===== config.mk =====
export PLATFORM = sky130hd
export DESIGN_NAME = alarm_match_unit
export DESIGN_NICKNAME = d
export VERILOG_FILES = /design/src/rtl/alarm_pkg.sv /design/src/rtl/alarm_regs.sv /design/src/rtl/field_match.sv /design/src/rtl/alarm_event.sv /design/src/rtl/alarm_match_unit.sv
export SDC_FILE = /design/constraint.sdc
export NUM_CORES = 1
export LEC_CHECK = 0
export BUFFER_PORTS_ARGS = -buffer_cell sky130_fd_sc_hd__clkbuf_2
export CAP_MARGIN = 5
export CORE_ASPECT_RATIO = 0.8
export CORE_MARGIN = 1
export CORE_UTILIZATION = 57
export CTS_BUF_LIST = sky130_fd_sc_hd__clkbuf_4 sky130_fd_sc_hd__clkbuf_8
export DETAILED_ROUTE_END_ITERATION = 8
export GPL_TIMING_DRIVEN = 0
export PLACE_DENSITY = 0.87
export SYNTH_ARGS = -nofsm -noshare
export SYNTH_HDL_FRONTEND = slang
export SYNTH_SLANG_ARGS = --single-unit

===== constraint.sdc =====
create_clock -name clk -period 3.38 [get_ports clk]
set_input_delay 0.338 -clock clk [delete_from_list [all_inputs] [get_ports clk]]
set_output_delay 0.338 -clock clk [all_outputs]
set_load 0.1 [all_outputs]

===== src/rtl/alarm_pkg.sv =====
package alarm_pkg;
    localparam int NUM_FIELDS = 5;
    localparam int FIELD_W    = 8;
    localparam int SEL_W      = $clog2(NUM_FIELDS);
    localparam logic [1:0] WILD_CODE = 2'b11;

    typedef logic [FIELD_W-1:0] field_t;
    typedef logic [NUM_FIELDS-1:0][FIELD_W-1:0] field_vec_t;

    typedef enum logic [SEL_W-1:0] {
        FLD_SEC   = 3'd0,
        FLD_MIN   = 3'd1,
        FLD_HOUR  = 3'd2,
        FLD_DATE  = 3'd3,
        FLD_MONTH = 3'd4
    } field_sel_e;

    typedef struct packed {
        logic flag;
        logic irq;
    } alarm_state_t;

    function automatic logic is_wild(input field_t v);
        return v[FIELD_W-1 -: 2] == WILD_CODE;
    endfunction
endpackage


===== src/rtl/alarm_regs.sv =====
module alarm_regs
    import alarm_pkg::*;
(
    input  logic             clk,
    input  logic             rst,
    input  logic             wr_en,
    input  logic [SEL_W-1:0] wr_sel,
    input  field_t           wr_data,
    output field_vec_t       alarm_vec
);
    genvar gi;
    generate
        for (gi = 0; gi < NUM_FIELDS; gi++) begin : g_byte
            always_ff @(posedge clk) begin
                if (rst)
                    alarm_vec[gi] <= '0;
                else if (wr_en && (wr_sel == SEL_W'(gi)))
                    alarm_vec[gi] <= wr_data;
            end
        end
    endgenerate
endmodule


===== src/rtl/field_match.sv =====
module field_match
    import alarm_pkg::*;
(
    input  field_vec_t alarm_vec,
    input  field_vec_t cur_vec,
    output logic       all_hit
);
    logic [NUM_FIELDS-1:0] hit;

    genvar gi;
    generate
        for (gi = 0; gi < NUM_FIELDS; gi++) begin : g_cmp
            assign hit[gi] = is_wild(alarm_vec[gi]) || (alarm_vec[gi] == cur_vec[gi]);
        end
    endgenerate

    assign all_hit = &hit;
endmodule


===== src/rtl/alarm_event.sv =====
module alarm_event
    import alarm_pkg::*;
(
    input  logic clk,
    input  logic rst,
    input  logic upd_done,
    input  logic all_hit,
    input  logic irq_en,
    input  logic clr_req,
    output logic alarm_flag,
    output logic alarm_irq
);
    alarm_state_t st, st_nxt;
    logic         set_ev;
    logic         fresh;

    assign set_ev = upd_done && all_hit;
    assign fresh  = set_ev && (!st.flag || clr_req);

    always_comb begin
        st_nxt = st;
        if (set_ev) begin
            st_nxt.flag = 1'b1;
            if (fresh)
                st_nxt.irq = irq_en;
        end else if (clr_req) begin
            st_nxt = '0;
        end
    end

    always_ff @(posedge clk) begin
        if (rst)
            st <= '0;
        else
            st <= st_nxt;
    end

    assign alarm_flag = st.flag;
    assign alarm_irq  = st.irq;

    // a matching update leaves the flag set
    a_r2_set_on_match: assert property (@(posedge clk) disable iff (rst)
        (upd_done && all_hit) |=> alarm_flag);

    // the flag rises only after an update strobe
    a_r3_rise_needs_update: assert property (@(posedge clk) disable iff (rst)
        $rose(alarm_flag) |-> $past(upd_done));

    // hold until a clear
    a_r8_hold: assert property (@(posedge clk) disable iff (rst)
        (alarm_flag && !clr_req) |=> alarm_flag);

    // the interrupt never stands without the flag
    a_r7_irq_needs_flag: assert property (@(posedge clk) disable iff (rst)
        alarm_irq |-> alarm_flag);

    // no second event while set
    a_r9_no_second_event: assert property (@(posedge clk) disable iff (rst)
        (alarm_flag && !clr_req) |=> $stable(alarm_irq));
endmodule


===== src/rtl/alarm_match_unit.sv =====
module alarm_match_unit
    import alarm_pkg::*;
(
    input  logic       clk,
    input  logic       rst,
    input  logic       upd_done,
    input  logic [7:0] cur_sec,
    input  logic [7:0] cur_min,
    input  logic [7:0] cur_hour,
    input  logic [7:0] cur_date,
    input  logic [7:0] cur_month,
    input  logic       wr_en,
    input  logic [2:0] wr_sel,
    input  logic [7:0] wr_data,
    input  logic       irq_en,
    input  logic       flag_clr,
    input  logic       stat_rd,
    output logic       alarm_flag,
    output logic       alarm_irq
);
    field_vec_t alarm_vec;
    field_vec_t cur_vec;
    logic       all_hit;
    logic       clr_req;

    assign cur_vec[FLD_SEC]   = cur_sec;
    assign cur_vec[FLD_MIN]   = cur_min;
    assign cur_vec[FLD_HOUR]  = cur_hour;
    assign cur_vec[FLD_DATE]  = cur_date;
    assign cur_vec[FLD_MONTH] = cur_month;
    assign clr_req = flag_clr || stat_rd;

    alarm_regs u_regs (
        .clk       (clk),
        .rst       (rst),
        .wr_en     (wr_en),
        .wr_sel    (wr_sel),
        .wr_data   (wr_data),
        .alarm_vec (alarm_vec)
    );

    field_match u_match (
        .alarm_vec (alarm_vec),
        .cur_vec   (cur_vec),
        .all_hit   (all_hit)
    );

    alarm_event u_event (
        .clk        (clk),
        .rst        (rst),
        .upd_done   (upd_done),
        .all_hit    (all_hit),
        .irq_en     (irq_en),
        .clr_req    (clr_req),
        .alarm_flag (alarm_flag),
        .alarm_irq  (alarm_irq)
    );

    // all-wildcard alarm bytes fire on every update
    a_r6_all_wild_fires: assert property (@(posedge clk) disable iff (rst)
        (upd_done && is_wild(alarm_vec[0]) && is_wild(alarm_vec[1]) && is_wild(alarm_vec[2])
         && is_wild(alarm_vec[3]) && is_wild(alarm_vec[4])) |=> alarm_flag);
endmodule


* Yosys cells after proc, flatten, opt, wreduce, memory -nomap -nowiden
Index checks and enable logic that the tools add are counted.
** Operators by class
- Equal/unequal tests :: 15
- Multiplexer cells :: 3
- Reductions and logical operators :: 19
** Operator list (count)
- == test 8 bit :: 5
- == test 2 bit (second input constant) :: 5
- logical AND 1 bit :: 7
- logical OR 1 bit :: 7
- == test 3 x 2 -> 1 bit (second input constant) :: 2
- AND reduction 5 bit :: 1
- two-way mux 2 bit :: 2
- == test 3 x 1 -> 1 bit (second input constant) :: 1
- == test 3 bit (second input constant) :: 1
- zero test 3 bit :: 1
- != test 2 bit (second input constant) :: 1
- AND reduction 2 bit :: 1
- nonzero test 2 bit :: 1
- zero test 1 bit :: 1
- two-way mux 1 bit :: 1
** Storage, ports and cells
- Register bits after elaboration :: 42
- Output and inout bits :: 2
- Word-level logic and storage cells :: 44

* Logic depth before layout (Yosys ltp)
Gate-level depths: netlist (run 1).
- Depth after elaboration :: 7
- Depth in mapped cells :: 6
- Gate-level depth less buffers :: 6

* By module
Synthesis (run 1) repeated with hierarchy kept, for this count alone.
** Unflattened totals
- Cells, all modules :: 213
- Area, all modules :: 2192.1 sq um
** Modules (own cells, without submodules)
- alarm_regs :: times used 1, cells an instance 146, area each 1627.8 sq um
- field_match :: times used 1, cells an instance 57, area each 467.9 sq um
- alarm_event :: times used 1, cells an instance 9, area each 90.1 sq um
- alarm_match_unit :: times used 1, cells an instance 1, area each 6.3 sq um

* Least setup slack after synthesis (run 1)
Ideal clock, no wire load.
- Kind :: in2reg
- Start point :: in cur_min[6]
- End point :: reg u_event.st (netlist bit u_event.alarm_irq)
- Data arrival time :: 1.877 ns
- Data required time :: 3.293 ns
- Path slack :: 1.415 ns
- Stages on the path :: 6
- Buffers on the path :: 0
- Path through :: xor2_1 nor4_1 a22oi_1 or4_4 or4_1 o31ai_1
** On the way
- Cells in the longest elaborated chain, start to end :: 7
- Elaborated cells on any way between the ends :: 9
- Classes of those cells :: eq/ne: 2; mux: 1; reduce/logical: 6
** Ends and longest elaborated chain
- start: declaration :: RTL line alarm_match_unit.sv:8 : input logic [7:0] cur_min,
- == test 8 bit (*) :: RTL line field_match.sv:13 : assign hit[gi] = is_wild(alarm_vec[gi]) || (alarm_vec[gi] == cur_vec[gi]);
- logical OR 1 bit (*) :: RTL line field_match.sv:13
- AND reduction 5 bit (*) :: RTL line field_match.sv:17 : assign all_hit = &hit;
- logical AND 1 bit (*) :: RTL line alarm_event.sv:17 : assign set_ev = upd_done && all_hit;
- logical AND 1 bit :: RTL line alarm_event.sv:18 : assign fresh = set_ev && (!st.flag || clr_req);
- != test 2 bit (no source line)
- AND reduction 2 bit (no source line)
- end signal: assignment :: RTL line alarm_event.sv:35 : st <= st_nxt;
- end: declaration :: RTL line alarm_event.sv:13 : alarm_state_t st, st_nxt;
Mark *: on every way between the ends. The rest lies on a longest branch, timed or not.
A chain may end at the register's enable or synchronous reset.

* Worst setup path after layout (run 1)
- Start point :: reg u_regs.alarm_vec[31] in the netlist's numbering
- End point :: reg u_event.st (netlist bit u_event.alarm_irq)
** On the way
- Cells in the longest elaborated chain, start to end :: 7
- Elaborated cells on any way between the ends :: 10
- Classes of those cells :: eq/ne: 3; mux: 1; reduce/logical: 6
** Ends and longest elaborated chain
- start: declaration :: RTL line alarm_regs.sv:9 : output field_vec_t alarm_vec
- start signal: indexed assignment :: RTL line alarm_regs.sv:18 : alarm_vec[gi] <= wr_data;
- == test 8 bit / == test 2 bit (equally long branches) :: RTL line field_match.sv:13, alarm_pkg.sv:24
- logical OR 1 bit (*) :: RTL line field_match.sv:13
- AND reduction 5 bit (*) :: RTL line field_match.sv:17
- logical AND 1 bit (*) :: RTL line alarm_event.sv:17
- logical AND 1 bit :: RTL line alarm_event.sv:18
- != test 2 bit (no source line)
- AND reduction 2 bit (no source line)
Marks and branches as above.

==> results of run 1 <==
## cells in the mapped netlist
cell and number:
sky130_fd_sc_hd__xnor2_1 8, sky130_fd_sc_hd__or4_4 1, sky130_fd_sc_hd__clkbuf_1 9, sky130_fd_sc_hd__o21a_1 1
sky130_fd_sc_hd__and3_1 2, sky130_fd_sc_hd__nand3_1 2, sky130_fd_sc_hd__nor3_1 1, sky130_fd_sc_hd__or2_2 2
sky130_fd_sc_hd__a22oi_1 4, sky130_fd_sc_hd__nor2b_1 1, sky130_fd_sc_hd__dfxtp_1 42, sky130_fd_sc_hd__xor2_1 32
sky130_fd_sc_hd__nor4_1 8, sky130_fd_sc_hd__nand2_1 88, sky130_fd_sc_hd__o21ai_0 1, sky130_fd_sc_hd__a21oi_1 40
sky130_fd_sc_hd__nor2_1 5, sky130_fd_sc_hd__and2_1 1, sky130_fd_sc_hd__o31ai_1 1, sky130_fd_sc_hd__or4_1 1
sky130_fd_sc_hd__nand4_1 2, sky130_fd_sc_hd__buf_1 1
## how the worst max path moves through the flow
stage	start	end	slack, ns	depth (start not counted)
after global routing	u_regs.alarm_vec[31]	u_event.alarm_irq	1.08	6
after detailed placement	cur_min[6]	u_event.alarm_irq	1.18	7
after CTS	u_regs.alarm_vec[14]	u_event.alarm_irq	1.26	6
final	u_regs.alarm_vec[31]	u_event.alarm_irq	1.27	6
after global placement	cur_min[6]	u_event.alarm_irq	1.21	7
after floorplan	cur_min[6]	u_event.alarm_irq	1.42	6
## where the power goes
part	switching (mW)	total [mW]	leakage, nW	internal, mW
registers	0.00744	0.512	0.340	0.504
logic	0.0585	0.109	0.615	0.0500
clock network	0.169	0.406	0.0593	0.237
total	0.235	1.03	1.01	0.792
## layout by cell type, fill, tap and decap left out, drive strengths merged, types with 4 or more instances in the layout
cell type | synthesis | layout
nand2 | 88 | 88
clkbuf | 9 | 74
dfxtp | 42 | 42
a21oi | 40 | 40
xor2 | 32 | 32
xnor2 | 8 | 8
nor4 | 8 | 8
nor2 | 5 | 5
a22oi | 4 | 4
## flip-flops by register name, summed over array words and instances (netlist names)
name and cells:
u_event.alarm_flag 1, u_event.alarm_irq 1, u_regs.alarm_vec 40
## logic make-up (layout without fill, tap and decap cells)
group | Yosys count | count (layout) | share of synthesized area
and+or+nand+nor | 114 | 114 | 0.246
AOI/OAI and AO/OA | 47 | 47 | 0.128
DFF | 42 | 42 | 0.429
xor gates and xnor gates | 40 | 40 | 0.179
buffers and inverters | 10 | 76 | 0.0191
## per-stage QoR
step / setup WS, ns / instance area [um^2]
finish: 1.27 / 2420
global route: 1.08 / 2420
CTS: 1.26 / 2420
detailed placement: 1.18 / 2300
global placement: 1.21 / 2300
floorplan: 1.42 / 1960
## final cells by class
class / instances / area [um^2] / share of cell area
Multi-Input combinational cell: 201 / 1080 / 0.448
Sequential cell: 42 / 841 / 0.348
Timing Repair Buffer: 58 / 290 / 0.120
Clock buffer: 7 / 83.8 / 0.0347
Tap cell: 40 / 50.0 / 0.0207
Buffer: 10 / 37.5 / 0.0155
Clock inverter: 1 / 30.0 / 0.0124
## layer usage
metal	up-vias	global-route usage	part of all wire
met1	864	0.322	0.43
met3	4	0.0813	0.068
met2	66	0.490	0.49
li1	965	-	-
met5	-	0	0
met4	0	0.0957	0.012
## critical path, cell delays in order (launching register included)
cell	delay [ns]
sky130_fd_sc_hd__dfxtp_1	0.35
sky130_fd_sc_hd__xor2_1	0.17
sky130_fd_sc_hd__nor4_1	0.29
sky130_fd_sc_hd__a22oi_1	0.14
sky130_fd_sc_hd__or4_4	0.55
sky130_fd_sc_hd__or4_1	0.48
sky130_fd_sc_hd__o31ai_1	0.07
==> Implementation_results.wiki, run 1 <==
{| class="wikitable"
! Metric !! Value
|-
| Total number of vias || 1899
|-
| Post-synthesis cell area || a little under 2000 um^2
|-
| Finished Core Util || 0.761
|-
| Count of routing violations after the opening detailed-route iteration || 75
|-
| Tightest slew margin relative to the limit || 0.641
|-
| Kind of end point of the critical path || flip-flop
|-
| Max IR drop VDD || 0.356 mV
|-
| Port Buffers || 58
|-
| Via density per instance || 5.29
|-
| Leakage || 1.01 nW
|-
| Final Setup Violations || 0
|-
| # Post-CTS Setup Buffers || 0
|-
| Overall Power || 1.03 mW
|-
| Type of the setup path with the least slack || reg2reg
|-
| Total track usage || 0.277
|-
| Hold path depth || 4
|-
| WL/cell || between 10 and 15 um
|-
| Number of register bits inferred by synthesis || 42
|-
| GR Overflow Total || 0
|-
| Number of hold-slack violations in the final timing report || 0
|-
| Post-detailed-route count of antenna-violating nets || 0
|-
| Peak fanout along the critical path || 3
|-
| Syn_nets || 311
|-
| Mean instance size in the synthesized netlist || 7.75 um^2
|-
| Num ports || 60
|-
| HPWL after DPL || 3450 um
|-
| Type of origin of the critical path || flip-flop
|-
| Starting density of the core || 0.618
|-
| Crit path time final || 2.11 ns
|-
| Req. time, crit path || approximately 3.6 ns
|-
| Ant diodes || 0
|-
| Post-Synthesis Cells || 253
|-
| Result of the run || complete, no violations
|-
| Post-synthesis cell type count || 22
|-
| Pin count of the biggest net entering global routing || 13
|-
| Hold_ws || 0.319 ns
|-
| Final std cells w/o fill || 359
|-
| RSZ-0062 raised after global routing || false
|-
| Final Skew || 0.00544 ns
|-
| Hold path start || flag_clr
|-
| Slew at the pin closest to its max-slew limit || 0.541 ns
|-
| Placed cell count || 351
|-
| Hold WC Path Type || in2reg
|-
| Detailed-route wire length || 4560 um
|-
| Sum of negative setup slack || 0 ns
|-
| Clock Tree Buf Depth || 2
|-
| First-pass GRT wire length || 7100 um
|-
| Largest area contributor in the netlist || sky130_fd_sc_hd__dfxtp_1
|-
| Share of layout cells above drive strength 1 || 0.216
|-
| Power density over the cells || 425 nW/um^2
|-
| X dimension of the die || 67.6 um
|-
| TritonCTS clock tree || yes
|-
| Initial antenna violation count || 0
|-
| Worst setup slack for register-to-register paths || 1.27 ns
|-
| DRC violation count after routing || 0
|-
| Area growth from synthesis to final layout || 23.2%
|-
| MaxCap Viol Count || 0
|-
| Floorplan die height || approximately 54 um
|-
| Die Outline Area || ~3700 um^2
|-
| Worst min-delay path endpoint || u_event.alarm_irq
|-
| Number of H-tree branching levels || 2
|-
| Placeable core area || roughly 3200 um^2
|-
| CTS root buf || sky130_fd_sc_hd__clkbuf_8
|-
| Skew-Pair Late Insertion Delay || 0.30 ns
|-
| Number of warnings printed during yosys synthesis || 0
|-
| Final net count || between 300 and 400
|-
| R2R Path End || u_event.alarm_irq
|-
| Placer's final routability congestion estimate || 0.797
|-
| Total iterations of the first detailed-routing run || 4
|-
| Vias in the first global route || 1634
|-
| Share of the synthesized area in the top cell type || 0.429
|-
| Crit share post-route || 0.625
|-
| Clock transition at path regs || about 0.080 ns
|-
| Sequential cell area fraction in the yosys report || 0.429
|-
| Cts-stage hold buffer count || 0
|-
| Number of rows in the core area || 18
|-
| Data arrival time of the worst path || 2.33 ns
|-
| Number of filler cells placed in the layout || around 270
|-
| Cell types with the largest area share after synthesis || sky130_fd_sc_hd__dfxtp_1 43%, sky130_fd_sc_hd__nand2_1 17%, sky130_fd_sc_hd__xor2_1 14%
|-
| Length in cells of the worst reg-to-reg path || 6
|-
| Post-cts resize count || 0
|-
| Number of buffers created by CTS || 5
|-
| Highest achievable clock rate || 0.473 GHz
|-
| Reg-to-reg startpoint || u_regs.alarm_vec[31]
|-
| Pins over their slew limit || 0
|-
| CTS Sinks || 42
|}
Note: power is estimated with default switching activity, not from simulation.
==> run 2, diff against run 1 <==
--- a/config.mk
+++ b/config.mk
@@ -5,15 +5,16 @@
 export SDC_FILE = /design/constraint.sdc
 export NUM_CORES = 1
 export LEC_CHECK = 0
+export ABC_AREA = 1
 export BUFFER_PORTS_ARGS = -buffer_cell sky130_fd_sc_hd__clkbuf_2
 export CAP_MARGIN = 5
 export CORE_ASPECT_RATIO = 0.8
 export CORE_MARGIN = 1
-export CORE_UTILIZATION = 57
+export CORE_UTILIZATION = 49
 export CTS_BUF_LIST = sky130_fd_sc_hd__clkbuf_4 sky130_fd_sc_hd__clkbuf_8
 export DETAILED_ROUTE_END_ITERATION = 8
 export GPL_TIMING_DRIVEN = 0
-export PLACE_DENSITY = 0.87
+export PLACE_DENSITY = 0.78
 export SYNTH_ARGS = -nofsm -noshare
 export SYNTH_HDL_FRONTEND = slang
 export SYNTH_SLANG_ARGS = --single-unit
==> constraint.sdc (replaced) <==
create_clock -name clk -period 1.8 [get_ports clk]
set_input_delay 0.18 -clock clk [delete_from_list [all_inputs] [get_ports clk]]
set_output_delay 0.18 -clock clk [all_outputs]
set_load 0.1 [all_outputs]
==> run 2 against run 1 <==
  * Global-route usage is 4.7 points lower
  * Sequential share of layout area is 3.9 points lower
  * Register-to-register slack worse by 0.83 ns
  * Worst hold slack worse by 0.14 ns
  * Largest power group unchanged
  * Highest routed layer unchanged
==> Implementation_results.wiki, run 2 <==
{| class="wikitable"
! Metric !! Value
|-
| Layer carrying the most global-route usage || met2
|-
| Placeable core area || 4310 um^2 (+36%)
|-
| Total iterations of the first detailed-routing run || 6 (+2)
|-
| Crit path setup slack, layout || 0.434 ns (-0.833 ns)
|-
| Vias in the first global route || 2034 (+24%)
|-
| RSZ-0062 raised after global routing || false
|-
| CTS Sinks || 42 (unchanged)
|-
| Largest reg by FF count || u_regs.alarm_vec
|-
| Number of H-tree branching levels || 2 (unchanged)
|-
| Hold WC Path Type || in2reg
|-
| Final Setup Violations || 0 (unchanged)
|-
| Fraction of power consumed by the clock network || 0.386 (-0.009)
|-
| First-pass GRT wire length || 8670 um (+22%)
|-
| Final Skew || 0.00622 ns (+0.000784 ns)
|-
| Internal power || 1.50 mW (+90%)
|-
| Pins over their slew limit || 0 (unchanged)
|-
| Post-Synthesis Cells || 320 (+26%)
|-
| GR met1 Demand/Resource || 0.290 (-0.0321)
|-
| Type of origin of the critical path || flip-flop
|-
| Type of the setup path with the least slack || reg2reg
|-
| Power density over the cells || 737 nW/um^2 (+74%)
|-
| Worst setup slack after placement || 0.413 ns (-0.770 ns)
|-
| Number of register bits inferred by synthesis || 42 (unchanged)
|-
| Number of buffers created by CTS || 5 (unchanged)
|-
| Detailed-route wire length || 5000 um (+9.8%)
|-
| Longest individual stage delay on the worst path || 0.33 ns (-0.22 ns)
|-
| Clock Tree Buf Depth || 2 (unchanged)
|-
| Number of flops mapped to enable cells by yosys || 0 (unchanged)
|-
| Starting density of the core || 0.524 (-0.0934)
|-
| Share of layout cells above drive strength 1 || 0.247 (+0.0311)
|-
| Final net count || 441 (+17%)
|-
| Num ports || 60 (unchanged)
|-
| Most frequent standard cell in the layout excluding fill and tap cells || sky130_fd_sc_hd__nand2_1
|-
| Switching power as a share of total power || 0.252 (+0.0236)
|-
| # Post-CTS Setup Buffers || 0 (unchanged)
|-
| Count of routing violations after the opening detailed-route iteration || 113 (+51%)
|-
| Clock transition at path regs || 0.08 ns (about the same)
|-
| Total track usage || 0.231 (-0.0467)
|-
| Sequential group share of total power || 0.480 (-0.019)
|-
| Number of rows in the core area || 21 (+3)
|-
| Data arrival time of the worst path || 1.54 ns (-0.79 ns)
|-
| Area growth from synthesis to final layout || 20.6%
|-
| Max IR drop VDD || 0.687 mV (+93%)
|-
| Hold_ws || 0.180 ns (-0.140 ns)
|-
| Skew-Pair Late Insertion Delay || 0.30 ns (about the same)
|-
| Port Buffers || 56 (-3.4%)
|-
| Mean instance size in the synthesized netlist || 7.06 um^2 (-8.9%)
|-
| MaxCap Viol Count || 0 (unchanged)
|-
| Combinational cell fraction of total power || 0.134 (+0.028)
|-
| Sequential cell area fraction in the yosys report || 0.372 (-0.0565)
|-
| Proportion of synthesized flip-flops having asynchronous set or reset || 0 (unchanged)
|-
| HPWL after DPL || 3860 um (+12%)
|-
| WL/cell || 11.3 um (-11%)
|-
| Met3 Resource Use GR || 0.0599 (-0.0214)
|-
| Library cell with the highest instance count after synthesis || sky130_fd_sc_hd__nand2_1
|-
| Overall Power || 2.01 mW (+96%)
|-
| TritonCTS clock tree || yes
|-
| Highest achievable clock rate || 0.732 GHz (+55%)
|-
| Pin count of the biggest net entering global routing || 14 (+1)
|-
| Die Outline Area || 4890 um^2 (+33%)
|-
| Syn_nets || 378 (+22%)
|-
| Placer's final routability congestion estimate || 0.802 (+0.64%)
|-
| Post-synthesis cell area || 2260 um^2 (+15%)
|-
| Largest area contributor in the netlist || sky130_fd_sc_hd__dfxtp_1
|-
| Met2 Use GR || 0.383 (-0.107)
|-
| Initial antenna violation count || 0 (unchanged)
|-
| Number of hold-slack violations in the final timing report || 0 (unchanged)
|-
| X dimension of the die || 77.9 um (+15%)
|-
| Tightest slew margin relative to the limit || 0.522 (-0.119)
|-
| Sequence of cells on the critical path || xnor2_1 > nand3_1 > nor2_1 > nand2_1 > a21boi_1 > nand3_1 > nand2_1 > a21oi_1
|-
| DRC violation count after routing || 0 (unchanged)
|-
| Req. time, crit path || 1.98 ns (-1.62 ns)
|-
| CTS root buf || sky130_fd_sc_hd__clkbuf_8
|-
| Post-detailed-route count of antenna-violating nets || 0 (unchanged)
|-
| Crit share post-route || 0.759 (+0.134)
|-
| Crit path time final || 1.37 ns (-0.747 ns)
|-
| Ys flop type || sky130_fd_sc_hd__dfxtp_1
|-
| Sw Pwr || 0.507 mW (+120%)
|-
| Result of the run || complete, no violations
|-
| Peak fanout along the critical path || 3 (unchanged)
|-
| Post-cts resize count || 0 (unchanged)
|-
| Max reg flops || 40 (unchanged)
|-
| Top cells by instance count after synthesis || 115 x sky130_fd_sc_hd__nand2_1, 42 x sky130_fd_sc_hd__dfxtp_1, 30 x sky130_fd_sc_hd__a21oi_1, 28 x sky130_fd_sc_hd__xnor2_1, 27 x sky130_fd_sc_hd__nor2_1
|-
| Via density per instance || 4.73 (-10%)
|-
| Total number of vias || 2088 (+10%)
|-
| Highest-delay cell along the critical path || sky130_fd_sc_hd__dfxtp_1
|-
| Final non-filler cell area || 2730 um^2 (+13%)
|-
| Number of warnings printed during yosys synthesis || 0 (unchanged)
|-
| Cell types with the largest area share after synthesis || sky130_fd_sc_hd__dfxtp_1 37%, sky130_fd_sc_hd__nand2_1 19%, sky130_fd_sc_hd__xnor2_1 11%
|-
| Post-synthesis cell type count || 22 (unchanged)
|-
| Leakage || 1.13 nW (+11%)
|-
| Kind of end point of the critical path || flip-flop
|-
| Slew at the pin closest to its max-slew limit || 0.717 ns (+0.176 ns)
|-
| Ant diodes || 0 (unchanged)
|-
| Most frequent cells in the layout || 115 x sky130_fd_sc_hd__nand2_1, 56 x sky130_fd_sc_hd__clkbuf_2, 42 x sky130_fd_sc_hd__dfxtp_1
|-
| Cts-stage hold buffer count || 0 (unchanged)
|-
| Area of placed instances || 2610 um^2 (+13%)
|-
| Share of the synthesized area in the top cell type || 0.372 (-0.0565)
|-
| Floorplan die height || 62.7 um (+15%)
|-
| Sum of negative setup slack || 0 ns (unchanged)
|-
| GR Overflow Total || 0 (unchanged)
|}
[run 2: cell types whose count changed after synthesis, sizes merged, moves of 5 or more]
| cell | previous run | this run |
|---|---|---|
| xnor2 | 8 | 28 |
| nand2 | 88 | 115 |
| inv | 0 | 34 |
| a21oi | 40 | 30 |
| nor4 | 8 | 0 |
| xor2 | 32 | 0 |
| a211oi | 0 | 12 |
| nor2 | 5 | 31 |
| nand3 | 2 | 7 |
[run 2: path summary, 6_finish.rpt]
path	from	end	slack, ns	cells after the start
hold / removal	wr_data[2]	u_regs.alarm_vec[2]	0.18	3
hold reg to reg	u_regs.alarm_vec[21]	u_regs.alarm_vec[21]	0.48	2
setup reg to reg	u_regs.alarm_vec[37]	u_event.alarm_irq	0.43	8
setup / recovery	u_regs.alarm_vec[37]	u_event.alarm_irq	0.43	8
[run 2: area by class of cell]
| class | count | area (um^2) |
|---|---|---|
| fill | 394 | 1580 |
| multi-input combinational | 234 | 1220 |
| sequential | 42 | 841 |
| timing repair buffer | 56 | 280 |
| inverter | 34 | 130 |
| clock buffer | 6 | 76.3 |
| tap | 57 | 71.3 |
| buffer | 10 | 65.1 |
| clock inverter | 2 | 37.5 |
[run 2: metrics by stage]
stage / utilization / std cells
2_1_floorplan: - / 320
6_report: 0.632 / 441
3_3_place_gp: 0.606 / 433
3_5_place_dp: 0.606 / 433
4_1_cts: 0.632 / 441
5_1_grt: 0.632 / 441
[run 2: routing by layer]
layer	vias up	wire length, um
met5	-	0
met3	7	308
met1	902	2410
li1	1127	-
met2	52	2210
met4	0	70
[run 2: logic make-up (layout without fill, tap and decap cells)]
logic type,after synthesis,in the layout,synth area share
AO/OA/AOI/OAI,43,43,0.127
XOR/XNOR,28,28,0.109
buffers and inverters,44,108,0.0864
flip-flops,42,42,0.372
AND/OR/NAND/NOR,163,163,0.306
[run 2: power by group through the flow]
stage	sequential (mW)	combinational (mW)	clock, mW
after CTS	0.965	0.271	0.776
after detailed placement	0.987	0.269	0
after global placement	0.987	0.265	0
final	0.965	0.269	0.775
after global routing	0.969	0.303	0.841
after floorplan	0.984	0.159	0
[run 2: critical path, delay by kind of cell, from the launching register on]
family | cells | cell delay [ns]
AND/OR/NAND/NOR | 5 | 0.44
flip-flops | 1 | 0.33
AO/OA/AOI/OAI | 2 | 0.31
XOR/XNOR | 1 | 0.16
==> run 3, diff against run 2 <==
--- a/config.mk
+++ b/config.mk
@@ -10,11 +10,11 @@
 export CAP_MARGIN = 5
 export CORE_ASPECT_RATIO = 0.8
 export CORE_MARGIN = 1
-export CORE_UTILIZATION = 49
+export CORE_UTILIZATION = 54
 export CTS_BUF_LIST = sky130_fd_sc_hd__clkbuf_4 sky130_fd_sc_hd__clkbuf_8
 export DETAILED_ROUTE_END_ITERATION = 8
 export GPL_TIMING_DRIVEN = 0
-export PLACE_DENSITY = 0.78
+export PLACE_DENSITY = 0.82
 export SYNTH_ARGS = -nofsm -noshare
 export SYNTH_HDL_FRONTEND = slang
 export SYNTH_SLANG_ARGS = --single-unit
==> constraint.sdc (replaced) <==
create_clock -name clk -period 1.27 [get_ports clk]
set_input_delay 0.127 -clock clk [delete_from_list [all_inputs] [get_ports clk]]
set_output_delay 0.127 -clock clk [all_outputs]
set_load 0.1 [all_outputs]
==> run 3 against run 2 <==
  * The run now ends with negative setup slack left
  * Register-to-register slack worse by 0.48 ns
  * Clock skew fell by 0.0037 ns
  * Total power is 33% higher
  * Wire length is 3.4% higher
  * Worst hold slack lost 0.038 ns
  * Critical path type unchanged
  * First-iteration DRC count increased by 29%
  * Clock power rose by 17%
==> Implementation_results.wiki, run 3 (synthesis gave the netlist of run 2 again) <==
{| class="wikitable"
! Metric !! Value
|-
| Area of placed instances || 2610 um^2 (unchanged)
|-
| Placer's final routability congestion estimate || 0.862 (+7.5%)
|-
| Number of rows in the core area || 20 (-4.8%)
|-
| Req. time, crit path || 1.43 ns (-0.55 ns)
|-
| Post-detailed-route count of antenna-violating nets || 0 (unchanged)
|-
| Type of origin of the critical path || flip-flop
|-
| Initial antenna violation count || 0 (unchanged)
|-
| Starting density of the core || 0.579 (+0.0545)
|-
| Detailed-route wire length || 5170 um (+3.4%)
|-
| Crit path setup slack, layout || -0.0465 ns (-0.480 ns)
|-
| Clock Tree Buf Depth || 2 (unchanged)
|-
| MaxCap Viol Count || 0 (unchanged)
|-
| Total iterations of the first detailed-routing run || 4 (-2)
|-
| Hold_ws || 0.142 ns (-0.0383 ns)
|-
| Highest-delay cell along the critical path || sky130_fd_sc_hd__dfxtp_2
|-
| Final net count || 443 (+0.45%)
|-
| Vias in the first global route || 1879 (-7.6%)
|-
| Max reg flops || 40 (unchanged)
|-
| RSZ-0062 raised after global routing || true
|-
| Tightest slew margin relative to the limit || 0.523 (+0.00112)
|-
| Crit share post-route || 1.04 (+0.278)
|-
| Port Buffers || 56 (unchanged)
|-
| Number of buffers created by CTS || 5 (unchanged)
|-
| DRC violation count after routing || 0 (unchanged)
|-
| Largest reg by FF count || u_regs.alarm_vec
|-
| Result of the run || finished, violations left
|-
| Final non-filler cell area || 2800 um^2 (+2.8%)
|-
| Total track usage || 0.244 (+0.0133)
|-
| CTS Sinks || 42 (unchanged)
|-
| Sequence of cells on the critical path || xnor2_1 > nand2_1 > nor2_2 > nand2_1 > nand2_1 > nand2_2 > nor2_4 > nand3_2 > nand2_1 > a21oi_1
|-
| Skew-Pair Late Insertion Delay || 0.29 ns (about the same)
|-
| Highest achievable clock rate || 0.760 GHz (+3.8%)
|-
| Num ports || 60 (unchanged)
|-
| Slew at the pin closest to its max-slew limit || 0.715 ns (-0.00167 ns)
|-
| Most frequent standard cell in the layout excluding fill and tap cells || sky130_fd_sc_hd__nand2_1
|-
| Cts-stage hold buffer count || 0 (unchanged)
|-
| Count of routing violations after the opening detailed-route iteration || 146 (+29%)
|-
| Pins over their slew limit || 0 (unchanged)
|-
| Kind of end point of the critical path || flip-flop
|-
| Final Skew || 0.00248 ns (-0.00374 ns)
|-
| Leakage || 1.16 nW (+2.7%)
|-
| Pin count of the biggest net entering global routing || 13 (-1)
|-
| CTS root buf || sky130_fd_sc_hd__clkbuf_8
|-
| Longest individual stage delay on the worst path || 0.33 ns (about the same)
|-
| Peak fanout along the critical path || 3 (unchanged)
|-
| First-pass GRT wire length || 7940 um (-8.4%)
|-
| Floorplan die height || 59.9 um (-4.6%)
|-
| Data arrival time of the worst path || 1.48 ns (-0.06 ns)
|-
| HPWL after DPL || 3820 um (-0.89%)
|-
| Clock transition at path regs || 0.08 ns (about the same)
|-
| Final Setup Violations || 1 (+1)
|-
| Die Outline Area || 4450 um^2 (-9.0%)
|-
| Hold WC Path Type || in2reg
|-
| Max IR drop VDD || 0.754 mV (+9.8%)
|-
| GR Overflow Total || 0 (unchanged)
|-
| Buffers & Inverters on Critical Path || 0 (unchanged)
|-
| Critical path's top delay family || simple AND/OR/NAND/NOR gates
|-
| Crit path time final || 1.32 ns (-0.0498 ns)
|-
| Number of hold-slack violations in the final timing report || 0 (unchanged)
|-
| Placeable core area || 3900 um^2 (-9.4%)
|-
| WL/cell || 11.7 um (+3.4%)
|-
| Total number of vias || 2155 (+3.2%)
|-
| Power density over the cells || 955 nW/um^2 (+30%)
|-
| X dimension of the die || 74.3 um (-4.6%)
|-
| TritonCTS clock tree || yes
|-
| Number of H-tree branching levels || 2 (unchanged)
|-
| Most frequent cells in the layout || 112 x sky130_fd_sc_hd__nand2_1, 56 x sky130_fd_sc_hd__clkbuf_2, 30 x sky130_fd_sc_hd__a21oi_1
|-
| Violations in the final reports || negative setup slack
|-
| Area growth from synthesis to final layout || 24.0%
|-
| Ant diodes || 0 (unchanged)
|-
| Type of the setup path with the least slack || reg2reg
|-
| Via density per instance || 4.89 (+3.2%)
|-
| Share of layout cells above drive strength 1 || 0.355 (+0.108)
|-
| Critical path's most frequent cell || sky130_fd_sc_hd__nand2_1
|}
run 3: changes by cell type in the layout (fill, tap and decap cells not counted), sizes merged:
cell,before,now
clkinvlp,1,0
bufinv,1,0
clkinv,0,1
clkbuf,67,68
buf,5,7
run 3: area by class of cell:
| cell class | count | area [um^2] |
|---|---|---|
| Multi-Input combinational cell | 234 | 1280 |
| Fill cell | 344 | 1100 |
| Sequential cell | 42 | 868 |
| Timing Repair Buffer | 58 | 295 |
| Inverter | 34 | 130 |
| Clock buffer | 7 | 90.1 |
| Tap cell | 55 | 68.8 |
| Buffer | 10 | 65.1 |
| Clock inverter | 1 | 5.00 |
run 3: layer usage:
layer,vias up,routed length (um),track usage
met5,-,0,0
met4,0,51,0.0755
met3,7,369,0.0455
met2,74,2390,0.416
met1,946,2360,0.315
li1,1128,-,-
run 3: repair_timing:
action | CTS | global route
setup endpoints to repair | 2 | 2
setup buffers | 2 | 0
resized for setup | 14 | 25
pin swaps | 10 | 16
run 3: through the flow:
stage                     power [mW]  utilization  instances  TNS (ns)  setup WS (ns)
final                           2.68        0.718        441   -0.0465        -0.0465
after global routing            2.79        0.718        441    -0.220         -0.136
after CTS                       2.67        0.704        441   -0.0682        -0.0654
after detailed placement        1.78        0.669        431    -0.502         -0.126
after global placement          1.77        0.669        431    -0.427        -0.0526
after floorplan                 1.62            -        320         0         0.0797
run 3: worst min-delay path, stage by stage:
cell and delay [ns]:
sky130_fd_sc_hd__buf_6 0.12, sky130_fd_sc_hd__nand4_1 0.09, sky130_fd_sc_hd__a21oi_1 0.06
run 3: final timing paths:
kind                            slack [ns]  depth (start not counted)                 start                   end
worst max-delay path                 -0.05                         10  u_regs.alarm_vec[24]     u_event.alarm_irq
worst min-delay path                  0.14                          3             wr_sel[0]  u_regs.alarm_vec[27]
worst max register to register       -0.05                         10  u_regs.alarm_vec[24]     u_event.alarm_irq
worst min register to register        0.47                          2  u_regs.alarm_vec[25]  u_regs.alarm_vec[25]
run 3: power breakdown:
group,internal [mW],leakage (nW),total [mW],switching (mW)
logic,0.181,0.756,0.397,0.216
clock network,0.460,0.0517,0.906,0.446
registers,1.35,0.351,1.37,0.0223
total,1.99,1.16,2.68,0.684
